### src/rtl/sfe_pkg.sv
package sfe_pkg;
   typedef enum logic [1:0] {
      FS_IDLE  = 2'd0,
      FS_ARMED = 2'd1,
      FS_SHIFT = 2'd2,
      FS_DONE  = 2'd3
   } frame_state_e;
endpackage

### src/rtl/sfe_sync.sv
module sfe_sync #(
   parameter int W = 2,
   parameter int STAGES = 2,
   parameter logic [W-1:0] RST_VAL = '0
) (
   input  logic         clk,
   input  logic         rst_n,
   input  logic [W-1:0] d,
   output logic [W-1:0] q
);
   if (STAGES < 2) begin : g_bad_stages
      $error("sfe_sync: STAGES must be at least 2");
   end

   for (genvar b = 0; b < W; b++) begin : g_bit
      logic [STAGES-1:0] chain;
      always_ff @(posedge clk or negedge rst_n) begin
         if (!rst_n) chain <= {STAGES{RST_VAL[b]}};
         else        chain <= {chain[STAGES-2:0], d[b]};
      end
      assign q[b] = chain[STAGES-1];
   end
endmodule

### src/rtl/sfe_fall_det.sv
module sfe_fall_det #(
   parameter int W = 2,
   parameter logic [W-1:0] RST_VAL = '0
) (
   input  logic         clk,
   input  logic         rst_n,
   input  logic [W-1:0] lvl,
   output logic [W-1:0] fall
);
   logic [W-1:0] prev;

   always_ff @(posedge clk or negedge rst_n) begin
      if (!rst_n) prev <= RST_VAL;
      else        prev <= lvl;
   end

   assign fall = prev & ~lvl;
endmodule

### src/rtl/sfe_ctrl.sv
module sfe_ctrl
   import sfe_pkg::*;
#(
   parameter int FRAME_LEN = 16,
   localparam int CNT_W = $clog2(FRAME_LEN + 1)
) (
   input  logic             clk,
   input  logic             rst_n,
   input  logic             cs_lvl,
   input  logic             sck_lvl,
   input  logic             cs_fall,
   input  logic             sck_fall,
   output logic             load,
   output logic             step,
   output logic [CNT_W-1:0] fall_cnt,
   output logic             frame_on,
   output logic             converting
);
   localparam logic [CNT_W-1:0] LAST = CNT_W'(FRAME_LEN);
   localparam logic [CNT_W-1:0] ONE  = CNT_W'(1);

   if (FRAME_LEN < 2) begin : g_bad_len
      $error("sfe_ctrl: FRAME_LEN must be at least 2");
   end

   frame_state_e     st;
   logic [CNT_W-1:0] cnt;
   logic             first_now;
   logic             clk_step;

   assign first_now = cs_fall & ~sck_lvl;
   assign clk_step  = sck_fall & ~cs_lvl & ((st == FS_ARMED) | (st == FS_SHIFT));
   assign load      = cs_fall;
   assign step      = first_now | (~cs_fall & clk_step);

   always_ff @(posedge clk or negedge rst_n) begin
      if (!rst_n) begin
         st  <= FS_IDLE;
         cnt <= '0;
      end else if (cs_lvl) begin
         st  <= FS_IDLE;
         cnt <= '0;
      end else if (cs_fall) begin
         if (first_now) begin
            st  <= FS_SHIFT;
            cnt <= ONE;
         end else begin
            st  <= FS_ARMED;
            cnt <= '0;
         end
      end else if (clk_step) begin
         cnt <= cnt + ONE;
         st  <= (cnt + ONE == LAST) ? FS_DONE : FS_SHIFT;
      end
   end

   assign fall_cnt   = cnt;
   assign frame_on   = (st != FS_IDLE);
   assign converting = (st == FS_SHIFT);
endmodule

### src/rtl/sfe_shifter.sv
module sfe_shifter #(
   parameter int DATA_W = 14,
   parameter int LEAD_ZEROS = 2,
   localparam int FRAME_LEN = DATA_W + LEAD_ZEROS
) (
   input  logic              clk,
   input  logic              rst_n,
   input  logic              clr,
   input  logic              load,
   input  logic              step,
   input  logic [DATA_W-1:0] sample,
   output logic              bit_o
);
   logic [FRAME_LEN-1:0] frame_word;
   logic [FRAME_LEN-1:0] sh;
   logic                 bit_r;

   if (LEAD_ZEROS > 0) begin : g_lead
      assign frame_word = {{LEAD_ZEROS{1'b0}}, sample};
   end else begin : g_nolead
      assign frame_word = sample;
   end

   always_ff @(posedge clk or negedge rst_n) begin
      if (!rst_n) begin
         sh    <= '0;
         bit_r <= 1'b0;
      end else if (clr) begin
         sh    <= '0;
         bit_r <= 1'b0;
      end else if (load) begin
         if (step) begin
            bit_r <= frame_word[FRAME_LEN-1];
            sh    <= frame_word << 1;
         end else begin
            bit_r <= 1'b0;
            sh    <= frame_word;
         end
      end else if (step) begin
         bit_r <= sh[FRAME_LEN-1];
         sh    <= sh << 1;
      end
   end

   assign bit_o = bit_r;
endmodule

### src/rtl/ser_frame_engine.sv
module ser_frame_engine #(
   parameter int DATA_W = 14,
   parameter int LEAD_ZEROS = 2,
   parameter int SYNC_STAGES = 2,
   localparam int FRAME_LEN = DATA_W + LEAD_ZEROS,
   localparam int CNT_W = $clog2(FRAME_LEN + 1)
) (
   input  logic              clk,
   input  logic              rst_n,
   input  logic              cs_n,
   input  logic              sclk,
   input  logic [DATA_W-1:0] sample_i,
   output logic              sdo_o,
   output logic              sdo_oe_o,
   output logic              conv_mode_o
);
   localparam logic [1:0] IDLE_LVL = 2'b10;

   if (DATA_W < 1) begin : g_bad_width
      $error("ser_frame_engine: DATA_W must be positive");
   end

   logic [1:0]       lvl_s;
   logic [1:0]       fall_s;
   logic             cs_sync;
   logic             sck_sync;
   logic             load;
   logic             step;
   logic             frame_on;
   logic             converting;
   logic             sdo_bit;
   logic [CNT_W-1:0] fall_cnt;

   sfe_sync #(.W(2), .STAGES(SYNC_STAGES), .RST_VAL(IDLE_LVL)) u_sync (
      .clk(clk), .rst_n(rst_n), .d({cs_n, sclk}), .q(lvl_s));

   assign cs_sync  = lvl_s[1];
   assign sck_sync = lvl_s[0];

   sfe_fall_det #(.W(2), .RST_VAL(IDLE_LVL)) u_fall (
      .clk(clk), .rst_n(rst_n), .lvl(lvl_s), .fall(fall_s));

   sfe_ctrl #(.FRAME_LEN(FRAME_LEN)) u_ctrl (
      .clk(clk), .rst_n(rst_n),
      .cs_lvl(cs_sync), .sck_lvl(sck_sync),
      .cs_fall(fall_s[1]), .sck_fall(fall_s[0]),
      .load(load), .step(step), .fall_cnt(fall_cnt),
      .frame_on(frame_on), .converting(converting));

   sfe_shifter #(.DATA_W(DATA_W), .LEAD_ZEROS(LEAD_ZEROS)) u_shift (
      .clk(clk), .rst_n(rst_n), .clr(cs_sync),
      .load(load), .step(step), .sample(sample_i), .bit_o(sdo_bit));

   assign sdo_oe_o    = frame_on;
   assign conv_mode_o = converting;
   assign sdo_o       = frame_on & sdo_bit;
endmodule

### config.mk
export PLATFORM = sky130hd
export DESIGN_NAME = ser_frame_engine
export DESIGN_NICKNAME = d
export VERILOG_FILES = /design/src/rtl/sfe_pkg.sv /design/src/rtl/sfe_sync.sv /design/src/rtl/sfe_fall_det.sv /design/src/rtl/sfe_ctrl.sv /design/src/rtl/sfe_shifter.sv /design/src/rtl/ser_frame_engine.sv
export SDC_FILE = /design/constraint.sdc
export NUM_CORES = 1
export LEC_CHECK = 0
export BUFFER_PORTS_ARGS = -buffer_cell sky130_fd_sc_hd__buf_4
export CAP_MARGIN = 20
export CORE_MARGIN = 4
export CORE_UTILIZATION = 60
export CTS_BUF_LIST = sky130_fd_sc_hd__clkbuf_2
export DETAILED_ROUTE_END_ITERATION = 7
export PLACE_DENSITY = 0.83
export REMOVE_ABC_BUFFERS = 1
export SETUP_SLACK_MARGIN = 0.05
export SLEW_MARGIN = 20
export SYNTH_ARGS = -nofsm -noshare
export SYNTH_HDL_FRONTEND = slang
export SYNTH_SLANG_ARGS = --single-unit
### constraint.sdc
create_clock -name clk -period 4 [get_ports clk]
set_input_delay 0.6 -clock clk [delete_from_list [all_inputs] [get_ports clk]]
set_output_delay 0.6 -clock clk [all_outputs]
set_load 0.01 [all_outputs]
* Yosys cells after proc, flatten, opt, wreduce, memory -nomap -nowiden *
Index checks and enable logic that the tools add are counted.

word-level totals
  register bits after elaboration = 30
  output and inout bits = 3

operators by class
  add/sub/neg operators = 1
  equal/unequal tests = 3
  mux-type cells = 16
  bitwise logic cells = 12
  reduce and logical (&&, ||, !) cells = 3

operators by type and width
  cell                 number
  $mux 16              3
  $mux 15              1
  $mux 5               3
  $mux 2               4
  $reduce_bool 3->1    2
  $add 5x1->5 const B  1
  $and 1x1->1          5
  $eq 5x5->1 const B   1
  $mux 1               5
  $not 1->1            3
  $and 2x2->2          1
  $eq 2x1->1 const B   1
  $eq 2x2->1 const B   1
  $not 2->2            1
  $or 1x1->1           2
  $reduce_bool 2->1    1

* Depth between registers and ports, before layout *
Gate-level depths: netlist of run 1.

  depth in word-level cells = 9
  gate-level depth with buffers = 7
  gate-level depth less buffers = 5

* Hierarchy *
A second synthesis of run 1 with hierarchy kept.

second synthesis, totals
  cell total of the unflattened synthesis = 134
  area total of the unflattened synthesis = 1557.7 sq um

by module, submodules not included
  module            instances  cells an instance  area each (sq um)
  sfe_shifter       1          75                 912.1
  sfe_ctrl          1          48                 442.9
  sfe_sync          1          6                  117.6
  sfe_fall_det      1          4                  78.8
  ser_frame_engine  1          1                  6.3

* Worst setup path after synthesis of run 1 *
OpenSTA, ideal clock, no wires.

  path kind = reg-to-reg
  start = reg u_ctrl.st[0]
  end = reg u_shift.sh[2]
  setup time = 0.141 ns
  arrival = 1.304 ns
  data required time = 3.859 ns
  setup slack = 2.555 ns
  stages on the path, launching flop included = 8
  path buffers = 2
  cell sequence = dfrtp_1 inv_1 ha_1 and3b_1 buf_6 buf_6 nand2_1 a31oi_1

between the ends
  cells in the longest elaborated chain, start to end = 8
  elaborated cells on any way between the ends = 10
  classes of those cells = eq/ne (2); mux (3); bitwise (4); reduce/logical (1)

ends and longest elaborated chain
  element                                   line               RTL
  from (decl)                               sfe_ctrl.sv:26     frame_state_e st;
  from (signal assigned)                    sfe_ctrl.sv:53     st <= (cnt + ONE == LAST) ? FS_DONE : FS_SHIFT;
  $eq 2x1->1 or $eq 2x2->1 (tied branches)  sfe_ctrl.sv:32     assign clk_step = sck_fall & ~cs_lvl & ((st == FS_ARMED) | (st == FS_SHIFT));
  $or 1x1->1 *                              sfe_ctrl.sv:32
  $and 1x1->1 *                             sfe_ctrl.sv:32
  $and 1x1->1 *                             sfe_ctrl.sv:34     assign step = first_now | (~cs_fall & clk_step);
  $or 1x1->1 *                              sfe_ctrl.sv:34
  $mux 15                                   sfe_shifter.sv:32  if (step) begin
  $mux 16                                   sfe_shifter.sv:31  end else if (load) begin
  $mux 16                                   sfe_shifter.sv:28  end else if (clr) begin
  to (signal assigned)                      sfe_shifter.sv:34  sh <= frame_word << 1;
  to (signal assigned)                      sfe_shifter.sv:37  sh <= frame_word;
  to (signal assigned)                      sfe_shifter.sv:41  sh <= sh << 1;
  to (decl)                                 sfe_shifter.sv:15  logic [FRAME_LEN-1:0] sh;

Every way passes the cells marked *; elsewhere a longest branch is shown, timed or not.
A chain may end at the register's enable or synchronous reset.

* Final worst setup path of run 1 *
  start = reg u_ctrl.st[0]
  end = reg u_ctrl.st[0]

between the ends
  cells in the longest elaborated chain, start to end = 4
  elaborated cells on any way between the ends = 5
  classes of those cells = eq/ne (2); bitwise (2); reduce/logical (1)

ends and longest elaborated chain
  element                                   line
  $eq 2x1->1 or $eq 2x2->1 (tied branches)  sfe_ctrl.sv:32
  $or 1x1->1 *                              sfe_ctrl.sv:32
  $and 1x1->1 *                             sfe_ctrl.sv:32
  $reduce_bool 3->1 (no line) *             n/a

Marked as above.

==> metrics, run 1 <==
outcome=complete, no violations; max_slew headroom=49.4%; Yosys top cell area share=43.1%; WS Path Type=flip-flop to flip-flop; Worst EP arrival=2260 ps; GRT overflow=0; nature of the critical path endpoint=flip-flop; Die X=59.1 um; vias in the first global route=1224; routed len/inst=14.3 um; CTS root buffer=clkbuf_2; hold buffers post-CTS=0; FF-to-FF setup slack=2030 ps; CTS Buffer Depth=2; sequential element share of the synthesized area=48.2%; Post-Route Utilization=69.6%; die area=3490 um2; Reg area=754 um2; syn avg cell area=9.73 um2; Port Buffers=20; Total Power=0.554 mW; maximum number of pins on one net before global-route repair=33; power density over the cells=321 nW/um2; first-pass GRT wire length=5.03 mm; Synth cell types=30; Clock transition at path regs=160 ps; Max Clk Rate=509 MHz; Hold Vio Cnt, Final=0; fin area=1730 um2; minimum clock period=1970 ps; GP Congestion=0.755; synthesized netlist cell count=161; Antenna Cells=0; Worst-Skew Late Latency=370 ps; CTS tree=built; Clock Power Share=25.1%; Routed Antenna Nets=0; area of the multi-input gates=728 um2; reg2reg path depth=5; Worst Path Required=4290 ps; # fillers=203; Least-Margin Pin Slew=757 ps; maxcap violations=0; Die H=59.1 um; Net Switching=0.158 mW; Slew Limit Fails=0; Synth area leader=dfrtp_1; #FFs+latches synth=30; Routed WL=2.99 mm; DR pass1 iterations=4; DP Wirelength=2.05 mm; post-DR vias/cell=5.79; crit share post-route=49.2%; Mapped Area=1570 um2; clk_skew=22.5 ps; # DRC=0; setup ws final=2030 ps; Pint=0.396 mW; initial antenna violation count=0; Initial Util=63.2%; Leak=0.760 nW; Fin Setup TNS=0 ps; total of warnings raised by yosys=0; Rows=18; via count=1210; DP Area=1690 um2; Comb pwr share=14.5%; area grow syn2layout=10.1%; Nets=200; crit path launch type=flip-flop; R2R Path End=u_ctrl.st[0]$_DFFE_PN0P_; CORE AREA=2480 um2; layout cell share with drive strength beyond 1=24.0%; VDD IR-drop max=0.305 mV; gr usage total=19.3%; CTS H-Tree Depth=2; crit path max fanout=18; Ports=21; switching part of the total=28.4%; final setup fails=0; RSZ-0062 raised after global routing=false; CTS buffer count=5; Resize count post-CTS=0; DR iter-0 viols=45; reg-to-reg critical path startpoint=u_ctrl.st[0]$_DFFE_PN0P_; clk sinks=30; Reg power frac=60.5%; Post-CTS Setup Inserts=0; worst slack, placed=2090 ps; Hold Path Class=primary input to async pin; main area contributors after synthesis=dfrtp_1, mux2_2, nand2_1
==> kinds of logic after synthesis <==
family | count (synthesis) | share of synthesized area, %
AO/OA/AOI/OAI | 42 | 15.4
XOR/XNOR | 4 | 2.24
adder cells (fa/ha/maj) | 4 | 3.20
buffers and inverters | 15 | 5.35
flip-flops | 30 | 48.2
multiplexers | 14 | 10.1
AND/OR/NAND/NOR | 52 | 15.6
==> stage by stage <==
stage	std cells	hold slack, ps
floorplan	151	304
global placement	201	337
detailed placement	201	338
CTS	209	131
global route	209	118
finish	209	127
==> cells in the mapped netlist (all sizes together) <==
library cell and count:
nand2 36, dfrtp 27, o21ai 16, a31oi 14, mux2 14, a21oi 7, buf 7, inv 5
ha 4, clkbuf 3, dfstp 3, nand3 3, nor2 3, nand3b 2, nor2b 2, or3 2
xnor2 2, xor2 2, a21o 1, a32oi 1, and2 1, and3b 1, nand4 1, nand4b 1
o221ai 1, o22ai 1, o31ai 1
==> power groups by stage <==
stage	combinational [mW]	sequential, mW	clock [mW]
after floorplan	0.0486	0.337	0
after global placement	0.0781	0.339	0
after detailed placement	0.0809	0.340	0
after CTS	0.0812	0.335	0.143
after global routing	0.0900	0.337	0.155
final	0.0801	0.335	0.139
==> per-layer routing <==
layer / wire (um) / share of wire [%] / global-route usage (%) / up-vias
li1: - / - / - / 595
met1: 1280 / 43 / 23.1 / 578
met2: 1510 / 51 / 31.7 / 29
met3: 125 / 4.2 / 4.14 / 8
met4: 70 / 2.3 / 12.0 / 0
met5: 0 / 0 / 0 / -
==> layout by cell type (no fill, tap or decap), drive strengths merged <==
cell	Yosys	routed
nand3b	2	2
dfstp	3	3
nand4b	1	1
and3b	1	1
o221ai	1	1
a21o	1	1
inv	5	5
or3	2	2
nand3	3	3
mux2	14	14
o21ai	16	16
clkbuf	3	5
buf	7	20
xor2	2	2
ha	4	4
nand4	1	1
a21oi	7	7
nor2b	2	2
xnor2	2	2
o22ai	1	1
nor2	3	3
clkinv	0	3
nand2	36	36
dfrtp	27	27
a31oi	14	14
o31ai	1	1
a32oi	1	1
and2	1	1
==> worst max-delay path, stage by stage, from the launching register on <==
cell,delay [ps]
dfrtp_1,380
inv_1,60
ha_1,410
and3b_1,630
nand4_1,150
o31ai_1,260
==> flip-flops by register name, summed over array words and instances (netlist names) <==
signal,flops
u_shift.sh,16
u_ctrl.st,2
u_fall.prev,2
u_sync.g_bit.chain,4
u_shift.bit_o,1
u_ctrl.fall_cnt,5
==> how the worst max path moves through the flow <==
stage,from,end
finish,u_ctrl.st[0]$_DFFE_PN0P_,u_ctrl.st[0]$_DFFE_PN0P_
global route,u_ctrl.st[1]$_DFFE_PN0P_,u_ctrl.st[0]$_DFFE_PN0P_
CTS,u_ctrl.st[0]$_DFFE_PN0P_,u_ctrl.st[0]$_DFFE_PN0P_
detailed placement,u_ctrl.st[0]$_DFFE_PN0P_,u_ctrl.st[0]$_DFFE_PN0P_
global placement,u_ctrl.st[0]$_DFFE_PN0P_,u_ctrl.st[0]$_DFFE_PN0P_
floorplan,u_ctrl.st[0]$_DFFE_PN0P_,u_ctrl.st[0]$_DFFE_PN0P_
==> area by class of cell <==
cell class / instances / area share [%]
Clock buffer: 5 / 1.45
Inverter: 5 / 1.09
Timing Repair Buffer: 20 / 8.70
Sequential cell: 30 / 43.7
Tap cell: 30 / 2.18
Clock inverter: 3 / 0.653
Multi-Input combinational cell: 116 / 42.2
Note: power is estimated with default switching activity, not from simulation.
==> run 2: changes to the inputs <==
--- a/config.mk
+++ b/config.mk
@@ -8,10 +8,10 @@
 export BUFFER_PORTS_ARGS = -buffer_cell sky130_fd_sc_hd__buf_4
 export CAP_MARGIN = 20
 export CORE_MARGIN = 4
-export CORE_UTILIZATION = 60
+export CORE_UTILIZATION = 59
 export CTS_BUF_LIST = sky130_fd_sc_hd__clkbuf_2
 export DETAILED_ROUTE_END_ITERATION = 7
-export PLACE_DENSITY = 0.83
+export PLACE_DENSITY = 0.81
 export REMOVE_ABC_BUFFERS = 1
 export SETUP_SLACK_MARGIN = 0.05
 export SLEW_MARGIN = 20
==> constraint.sdc (replaced) <==
create_clock -name clk -period 2 [get_ports clk]
set_input_delay 0.3 -clock clk [delete_from_list [all_inputs] [get_ports clk]]
set_output_delay 0.3 -clock clk [all_outputs]
set_load 0.01 [all_outputs]
==> metrics, run 2 (synthesis results as in run 1) <==
layout cell share with drive strength beyond 1=25.9% (+1.9 points); Routed WL=3.08 mm (+2.9%); placed cells=204 (+1.5%); first-pass GRT wire length=5.24 mm (+4.1%); crit share post-route=88.5% (+39 points); Fin Setup TNS=0 ps (unchanged); DP Wirelength=2.12 mm (+3.1%); Net Switching=0.320 mW (+100%); Resize count post-CTS=0 (unchanged); Post-CTS Setup Inserts=0 (unchanged); Initial Util=62.7% (-0.57 points); nature of the critical path endpoint=flip-flop; Clock transition at path regs=150 ps (about the same); minimum clock period=1770 ps (-196 ps); crit path launch type=flip-flop; max_slew headroom=46.6% (-2.9 points); CTS buffer count=5 (unchanged); # fillers=179 (-12%); switching part of the total=28.4% (about the same); CTS tree=built; most common cell after layout, fill and taps aside=nand2_1; hold_sp=sample_i[0]; hold buffers post-CTS=1 (+1); CP bufs+invs=2 (+1); final cell count without fillers=215 (+2.9%); final setup fails=0 (unchanged); number of flip-flops in the largest register=16 (unchanged); maximum number of pins on one net before global-route repair=33 (unchanged); Leak=0.788 nW (+3.7%); CTS Buffer Depth=2 (unchanged); Rows=18 (unchanged); Largest Register=u_shift.sh; Max Clk Rate=565 MHz (+11%); Ports=21 (unchanged); Hold Vio Cnt, Final=0 (unchanged); WS Path Type=flip-flop to flip-flop; GP Congestion=0.781 (+3.4%); Die X=59.5 um (+0.73%); setup ws final=229 ps (-1800 ps); gr usage total=19.9% (+0.55 points); Comb pwr share=15.6% (+1.1 points); Worst-Skew Late Latency=360 ps (about the same); area grow syn2layout=13.8%; Crit. Startpoint=u_ctrl.st[0]$_DFFE_PN0P_; CORE AREA=2500 um2 (+0.91%); # DRC=0 (unchanged); power density over the cells=631 nW/um2 (+97%); die area=3540 um2 (+1.5%); reg-to-reg critical path startpoint=u_ctrl.st[0]$_DFFE_PN0P_; crit-path cells=inv_1, ha_1, and3b_1, buf_4, nand2_1, a31oi_1; GRT overflow=0 (unchanged); VDD IR-drop max=0.587 mV (+93%); vias in the first global route=1205 (-1.6%); Nets=206 (+3.0%); fin area=1780 um2 (+3.3%); Port Buffers=20 (unchanged); DP Area=1710 um2 (+1.3%); Worst EP arrival=2060 ps (-200 ps); outcome=complete, no violations; worst slack, placed=259 ps (-1830 ps); most frequent cells in the layout=nand2_1, dfrtp_1, buf_4; Routed Antenna Nets=0 (unchanged); routed len/inst=14.3 um (about the same); Hold Path Class=primary input to flip-flop; Crit path max-delay family=simple AND/OR/NAND/NOR gates; via count=1254 (+3.6%); Reg power frac=59.2% (-1.3 points); crit path max fanout=11 (-7); Die H=59.5 um (+0.73%); Pint=0.805 mW (+100%); maxcap violations=0 (unchanged); CTS root buffer=clkbuf_2; CTS H-Tree Depth=2 (unchanged); Slew Limit Fails=0 (unchanged); crit path max-delay cell type=ha_1; Least-Margin Pin Slew=801 ps (+43.4 ps); post-DR vias/cell=5.83 (+0.74%); Clock Power Share=25.2% (about the same); Worst Path Required=2290 ps (-2000 ps); clk_skew=15.0 ps (-7.50 ps); RSZ-0062 raised after global routing=false; initial antenna violation count=0 (unchanged); Antenna Cells=0 (unchanged); slowest stage delay, CP=410 ps (-220 ps); DR pass1 iterations=4 (unchanged); DR iter-0 viols=44 (-2.2%); clk sinks=30 (unchanged)
-- run 2: cell type report --
type                            count  area (um2)  area share (%)
Sequential cell                    30         754            42.3
Clock buffer                        5        25.0            1.40
Tap cell                           30        37.5            2.11
Clock inverter                      3        16.3           0.912
Multi-Input combinational cell    116         728            40.8
Inverter                            5        18.8            1.05
Timing Repair Buffer               26         203            11.4
-- run 2: worst paths after layout --
| path | end | slack (ps) | cells after the start |
|---|---|---|---|
| max in group asynchronous | u_fall.prev[1]$_DFF_PN1_ | 1310 | 2 |
| worst max-delay path | u_shift.sh[8]$_DFFE_PN0P_ | 230 | 6 |
| worst min register to register | u_sync.g_bit[0].chain[1]$_DFF_PN0_ | 370 | 0 |
| worst max register to register | u_shift.sh[8]$_DFFE_PN0P_ | 230 | 6 |
| worst min-delay path | u_shift.sh[0]$_DFFE_PN0P_ | 310 | 4 |
| min in group asynchronous | u_shift.sh[13]$_DFFE_PN0P_ | 370 | 2 |
-- run 2: worst reg2reg max path: cells and delay by family, from the launching register on --
| kind | cells | cell delay [ps] |
|---|---|---|
| flip-flops | 1 | 380 |
| buffers and inverters | 2 | 300 |
| adder cells (fa/ha/maj) | 1 | 410 |
| AO/OA/AOI/OAI | 1 | 160 |
| AND/OR/NAND/NOR | 2 | 460 |
-- run 2: routing by layer --
metal  vias to the layer above  part of all wire [%]  track usage, %
met5                         -                     0               0
met4                         0                  0.19            4.75
met3                         2                   4.4            5.88
met2                        23                    52            35.4
met1                       616                    44            23.4
li1                        613                     -               -
-- run 2: per-stage QoR --
step           hold WS, ps  total power [mW]  util [%]
2_1_floorplan         4.41             0.770         -
3_3_place_gp           241             0.839      68.5
3_5_place_dp           244             0.848      68.5
4_1_cts               2.19              1.13      70.5
5_1_grt                337              1.19      71.3
6_report               313              1.13      71.3
-- run 2: power by group through the flow --
stage          sequential, mW  clock (mW)  combinational, mW
3_3_place_gp            0.675           0              0.164
2_1_floorplan           0.673           0             0.0972
5_1_grt                 0.671       0.319              0.198
6_report                0.666       0.284              0.175
3_5_place_dp            0.677           0              0.171
4_1_cts                 0.666       0.293              0.174
